`src/rtl/addr_match_pkg.sv`:
```
package addr_match_pkg;
    parameter int ADDR_W = 7;
    localparam int BYTE_W = ADDR_W + 1;

    typedef logic [ADDR_W-1:0] addr_t;

    typedef struct packed {
        logic coarse;
        logic ack;
        logic sec;
        logic rw;
    } match_res_t;

    // Significant-bit mask: all ones for one address, XNOR of both for two.
    function automatic addr_t build_mask(input addr_t a, input addr_t b, input logic dual);
        return dual ? ~(a ^ b) : '1;
    endfunction
endpackage

```
`src/rtl/coarse_cmp.sv`:
```
module coarse_cmp
    import addr_match_pkg::*;
(
    input  addr_t rx_addr,
    input  addr_t ref_addr,
    input  addr_t care_mask,
    output logic  hit
);
    addr_t diff;
    always_comb begin
        diff = (rx_addr ^ ref_addr) & care_mask;
        hit  = (diff == '0);
    end
endmodule

```
`src/rtl/exact_cmp.sv`:
```
module exact_cmp
    import addr_match_pkg::*;
#(
    parameter int NUM_REF = 2
) (
    input  addr_t              rx_addr,
    input  addr_t              ref_addr [NUM_REF],
    input  logic [NUM_REF-1:0] ref_en,
    output logic [NUM_REF-1:0] hit_vec
);
    for (genvar i = 0; i < NUM_REF; i++) begin : g_ref
        assign hit_vec[i] = ref_en[i] && (rx_addr == ref_addr[i]);
    end
endmodule

```
`src/rtl/dual_addr_matcher.sv`:
```
module dual_addr_matcher
    import addr_match_pkg::*;
(
    input  logic              clk,
    input  logic              rst,
    input  logic              addr_valid,
    input  logic [BYTE_W-1:0] rx_byte,
    input  logic [ADDR_W-1:0] primary_addr,
    input  logic [ADDR_W-1:0] secondary_addr,
    input  logic              dual_mode,
    output logic              coarse_match,
    output logic              ack,
    output logic              select_secondary,
    output logic              rw
);
    localparam int NUM_REF = 2;

    addr_t              rx_addr;
    addr_t              care_mask;
    addr_t              refs [NUM_REF];
    logic [NUM_REF-1:0] ref_en;
    logic [NUM_REF-1:0] exact_hit;
    logic               coarse_hit;
    match_res_t         nxt, cur;

    assign rx_addr   = rx_byte[BYTE_W-1:1];
    assign care_mask = build_mask(primary_addr, secondary_addr, dual_mode);
    assign refs[0]   = primary_addr;
    assign refs[1]   = secondary_addr;
    assign ref_en    = {dual_mode, 1'b1};

    coarse_cmp u_coarse (
        .rx_addr  (rx_addr),
        .ref_addr (primary_addr),
        .care_mask(care_mask),
        .hit      (coarse_hit)
    );

    exact_cmp #(.NUM_REF(NUM_REF)) u_exact (
        .rx_addr (rx_addr),
        .ref_addr(refs),
        .ref_en  (ref_en),
        .hit_vec (exact_hit)
    );

    always_comb begin
        nxt = '0;
        if (addr_valid) begin
            nxt.coarse = coarse_hit;
            nxt.ack    = |exact_hit;
            nxt.sec    = exact_hit[1] && !exact_hit[0];
            nxt.rw     = rx_byte[0];
        end
    end

    always_ff @(posedge clk) begin
        if (rst) cur <= '0;
        else     cur <= nxt;
    end

    assign coarse_match     = cur.coarse;
    assign ack              = cur.ack;
    assign select_secondary = cur.sec;
    assign rw               = cur.rw;

    assert_ack_needs_coarse_R4: assert property (@(posedge clk) disable iff (rst)
        ack |-> coarse_match);
    assert_sec_with_ack_R6: assert property (@(posedge clk) disable iff (rst)
        select_secondary |-> ack);
    assert_quiet_without_strobe_R7: assert property (@(posedge clk) disable iff (rst)
        !addr_valid |=> !(coarse_match || ack || select_secondary || rw));
    assert_single_exact_R2: assert property (@(posedge clk) disable iff (rst)
        (addr_valid && !dual_mode) |=> (coarse_match == ack) && !select_secondary);
    assert_dir_passthru_R1: assert property (@(posedge clk) disable iff (rst)
        addr_valid |=> rw == $past(rx_byte[0]));
endmodule

```
`config.mk`:
```
export PLATFORM = sky130hd
export DESIGN_NAME = dual_addr_matcher
export DESIGN_NICKNAME = d
export VERILOG_FILES = /design/src/rtl/addr_match_pkg.sv /design/src/rtl/coarse_cmp.sv /design/src/rtl/exact_cmp.sv /design/src/rtl/dual_addr_matcher.sv
export SDC_FILE = /design/constraint.sdc
export NUM_CORES = 1
export LEC_CHECK = 0
export CAP_MARGIN = 20
export CORE_AREA = 2 2 39 41
export CTS_CLUSTER_DIAMETER = 80
export CTS_CLUSTER_SIZE = 14
export DETAILED_ROUTE_END_ITERATION = 10
export DIE_AREA = 0 0 41 43
export MAX_ROUTING_LAYER = met4
export PLACE_DENSITY = 0.78
export SYNTH_ARGS = -nofsm -noshare
export SYNTH_HDL_FRONTEND = slang
export SYNTH_HIERARCHICAL = 1
export SYNTH_SLANG_ARGS = --single-unit
```
`constraint.sdc`:
```
create_clock -name clk -period 2.6 [get_ports clk]
set_clock_uncertainty 0.05 [all_clocks]
set_input_delay 0.39 -clock clk [delete_from_list [all_inputs] [get_ports clk]]
set_output_delay 0.39 -clock clk [all_outputs]
set_load 0.05 [all_outputs]
```
Word level (Yosys, flattened, before mapping)

Index checks and enable logic that the tools add are counted.
W data, S select, Z words.

Bits in registers: 4
Bits in latches: 0
RAM bits: 0
ROM bits: 0
Input bits: 26
Logic and storage cells: 18
Memories kept: 0

Add/sub/neg operators: 0
Multiply operators: 0
Divide/modulo/power cells: 0
$lt $le $gt $ge: 0
Eq/ne operators: 2
Shift operators: 0
Mux-type cells: 1
Bitwise gates (word level): 5
Reduce and logical (&&, ||, !) cells: 6

Operators by type and width:

| cell                | number |
|---|---|
| $eq A7 B7 Y1        | 2 |
| $xor A7 B7 Y7       | 2 |
| $and A7 B7 Y7       | 1 |
| $logic_not A7 Y1    | 1 |
| $mux W7             | 1 |
| $not A7 Y7          | 1 |
| $reduce_or A2 Y1    | 2 |
| $logic_and A1 B1 Y1 | 2 |
| $logic_not A1 Y1    | 1 |
| $not A1 Y1          | 1 |

Depth between registers and ports, before layout

Word-level depth: 5
Gate-level depth with buffers: 5

By module

The synthesis kept the hierarchy.

By module, submodules not included:

| module            | times used | cells an instance | area each (um2) | sequential area each (um2) |
|---|---|---|---|---|
| dual_addr_matcher | 1          | 24                | 215.2           | 80.1 |
| exact_cmp         | 1          | 20                | 155.1           | 0.0 |
| coarse_cmp        | 1          | 11                | 92.6            | 0.0 |

Worst setup path after synthesis

No wires, ideal clock.

Kind: input to register
Start point: input primary_addr[6]
End point: register cur (netlist bit coarse_match)
Setup time: 0.059 ns
Arrival time: 1.167 ns
Data required time: 2.491 ns
Setup slack: 1.324 ns
Stages on the path: 5
Buffers on the path: 0
Path through: xor2_1 -> nand2_1 -> a222oi_1 -> and3_1 -> and3b_2

Word-level cells in the longest chain between the ends: 5
Elaborated cells on any way between the ends: 6
Classes of those cells: mux: 1; bitwise: 4; reduce/logical: 1

Ends and longest elaborated chain:

| element                | line                    | text |
|---|---|---|
| start: declaration     | dual_addr_matcher.sv:8  | `input logic [ADDR_W-1:0] primary_addr,` |
| $xor A7 B7 Y7          | addr_match_pkg.sv:16    | `return dual ? ~(a ^ b) : '1;` |
| $not A7 Y7             | addr_match_pkg.sv:16    |  |
| $mux W7                | addr_match_pkg.sv:16    |  |
| net care_mask[6]       | dual_addr_matcher.sv:19 | `addr_t care_mask;` |
| $and A7 B7 Y7          | coarse_cmp.sv:11        | `diff = (rx_addr ^ ref_addr) & care_mask;` |
| $logic_not A7 Y1       | coarse_cmp.sv:12        | `hit = (diff == '0);` |
| net coarse_hit         | dual_addr_matcher.sv:23 | `logic coarse_hit;` |
| end signal: assignment | dual_addr_matcher.sv:58 | `else cur <= nxt;` |
| end: declaration       | dual_addr_matcher.sv:24 | `match_res_t nxt, cur;` |

The timed path passes the listed nets, and every way through them passes these cells.
A chain may end at the register's enable or synchronous reset.

Final worst setup path

Start point: register cur (netlist bit coarse_match)
End point: output coarse_match

RTL lines:

| element          | line                    | text |
|---|---|---|
| end: declaration | dual_addr_matcher.sv:11 | `output logic coarse_match,` |

No word-level cell between the ends.

==> results.md <==
- Critical path type: flop to primary output
- IO buf count: 29
- Sequential fraction of the synthesis area: between 15 and 20%
- Total CTS buffers: 3
- Root buf cell: clkbuf_4
- Min Tclk post-route: 1.76 ns
- I/O pin cnt: 30
- Synth warnings: 6
- Synth Register Bits: 4
- Via density: ~4.6
- Multi-input gate area: 383 µm²
- CP Data Required Time: about 2.2 ns
- Total Routing Usage GR: between 10% and 20%
- Crit path launch type: flop
- Postcts setup bufs: 0
- Clock slew at reported path FFs: 0.04 ns
- Vias post-DR: ~480
- Initial core utilization: between 30 and 40%
- Critical-path cell list: clkdlybuf4s50_1
- Tcrit/Tclk final: about two thirds
- Hold path cells: 2
- Crit path buffers/inverters: 1
- Crit path largest cell delay: just under 0.8 ns
- FMAX: between 0.5 and 0.6 GHz
- DRC Markers: 0
- CTS resizes: 0
- Most frequent cells in the layout: clkdlybuf4s50_1, xor2_1, xnor2_1
- CTS hold repair buffers: 0
- Reg area: between 80 and 90 µm²
- First-pass GRT wire length: ~1600 µm
- Final Routed Wirelength: between 1000 and 1500 µm
- P per Cell Area: just over 300 mW/mm²
- Syn_area_per_cell: approximately 8.4 µm²
- Fin. Hold Viols: 0
- Peak supply drop: roughly 140 µV
- Cell count after synthesis: 55
- Wire per inst: 10.4 µm
- Setup TNS: 0 ns
- Worst hold path class: primary input to flop
- Crit path DAT: about 1.3 ns
- Worst Hold Endpoint: ack
- Share of the synthesized area in the top cell type: a little over a quarter
- Site row count: 14
- Post-synthesis instance area: 463 µm²
- Die height: ~43 µm
- Sink Count: 4
- # H-tree levels: 1
- Commonest non-fill, non-tap cell in the layout: clkdlybuf4s50_1
- Nets: about 120
- Die footprint: 0.00176 mm²
- Final number of setup-violating endpoints: 0
- Critical-path top delay cell: clkdlybuf4s50_1
- Placed instance area: 773 µm²
- Hold Startpoint: rst
- DP Cell Count: 100
- Synth area leaders: xnor2_1, xor2_1, dfxtp_1
- Vias in the first global route: between 400 and 500
- Area leader, netlist: xnor2_1
- Final instance area: slightly below 800 µm²
- Layout cells sized above 1: under 10%
- Synthesized Nets: 81
- CTS tree: built
- Grt ovf: 0
- Detail Route Antenna Nets: 0
- DP Wirelength: 929 µm
- Leak pwr: 0.301 nW
- Die W: ~41 µm
- Ant. Diodes: 0
- Layout area overhead: 71.9%
- Post-synth cell types: 13
- Max-cap violation count: 0
- Fin cells: roughly 100
- Max clock buf depth: 2
- First DRT Iteration DRCs: 7
- CP Max Fanout: 1
- Largest net degree at the start of global routing: 9
- Initial antenna violation count: 0
- Fillcell total: 130
- Core Footprint: 0.00138 mm²
- Total iterations of the first detailed-routing run: 4
- RSZ-0062 raised after global routing: false
- CP endpoint kind: primary output
- Max Slew Vio Count: 0
- Status: finished clean
- Cell family with most CP delay: buffers and inverters
- Routability Congestion: around 0.70
[logic make-up after synthesis]
logic type	count (synthesis)	share of synthesized area, %
other cells	1	0.810
xor+xnor	28	53.0
compound gates	3	5.40
flops	4	17.3
simple gates	19	23.5
[stage by stage]
stage	hold slack (ns)	power, mW	utilization, %	setup slack [ns]
after global routing	0.719	0.264	57.5	0.772
after global placement	0.953	0.170	55.9	0.705
final	0.718	0.245	57.5	0.839
after floorplan	0.416	0.111	-	1.32
after detailed placement	0.962	0.172	55.9	0.658
after CTS	0.711	0.251	57.5	0.819
[metal layers]
layer | GRT usage (%) | wire [µm]
met1 | 13.4 | 406
met3 | 5.24 | 81
met2 | 23.8 | 582
met4 | 6.00 | 0
met5 | - | 0
[synthesized netlist by cell type]
cell type  instances
and4bb_2           1
nand4_1            4
a222oi_1           1
and3_1             1
and3b_2            2
conb_1             1
nor3b_1            1
nand2_1            7
xor2_1            14
dfxtp_1            4
a22oi_1            2
xnor2_1           14
nor2_1             3
[report_power, final]
part / leakage (nW) / internal [mW] / total, mW / switching [mW]
clock: 0.0138 / 0.0515 / 0.0745 / 0.0230
sequential: 0.0324 / 0.0627 / 0.0629 / 0.000205
combinational: 0.255 / 0.0646 / 0.108 / 0.0432
total: 0.301 / 0.179 / 0.245 / 0.0664
[state kept, by name, summed over array words and instances (netlist names)]
register and cells:
ack 1, coarse_match 1, rw 1, select_secondary 1
[worst max path at each step]
| stage | from | end | slack [ns] | cells past startpoint |
|---|---|---|---|---|
| 6_report | coarse_match | coarse_match | 0.84 | 1 |
| 3_5_place_dp | primary_addr[0] | coarse_match | 0.66 | 6 |
| 3_3_place_gp | primary_addr[0] | coarse_match | 0.70 | 6 |
| 5_1_grt | primary_addr[0] | coarse_match | 0.77 | 6 |
| 4_1_cts | coarse_match | coarse_match | 0.82 | 1 |
| 2_1_floorplan | primary_addr[6] | coarse_match | 1.32 | 5 |
[layout make-up]
cell class | instances | share of cell area, %
clock buffers | 3 | 2.83
multi-input cells | 51 | 48.1
flip-flops and latches | 4 | 10.1
well taps | 16 | 2.52
repair buffers | 29 | 36.5
Power figures use the tool's default switching activity.
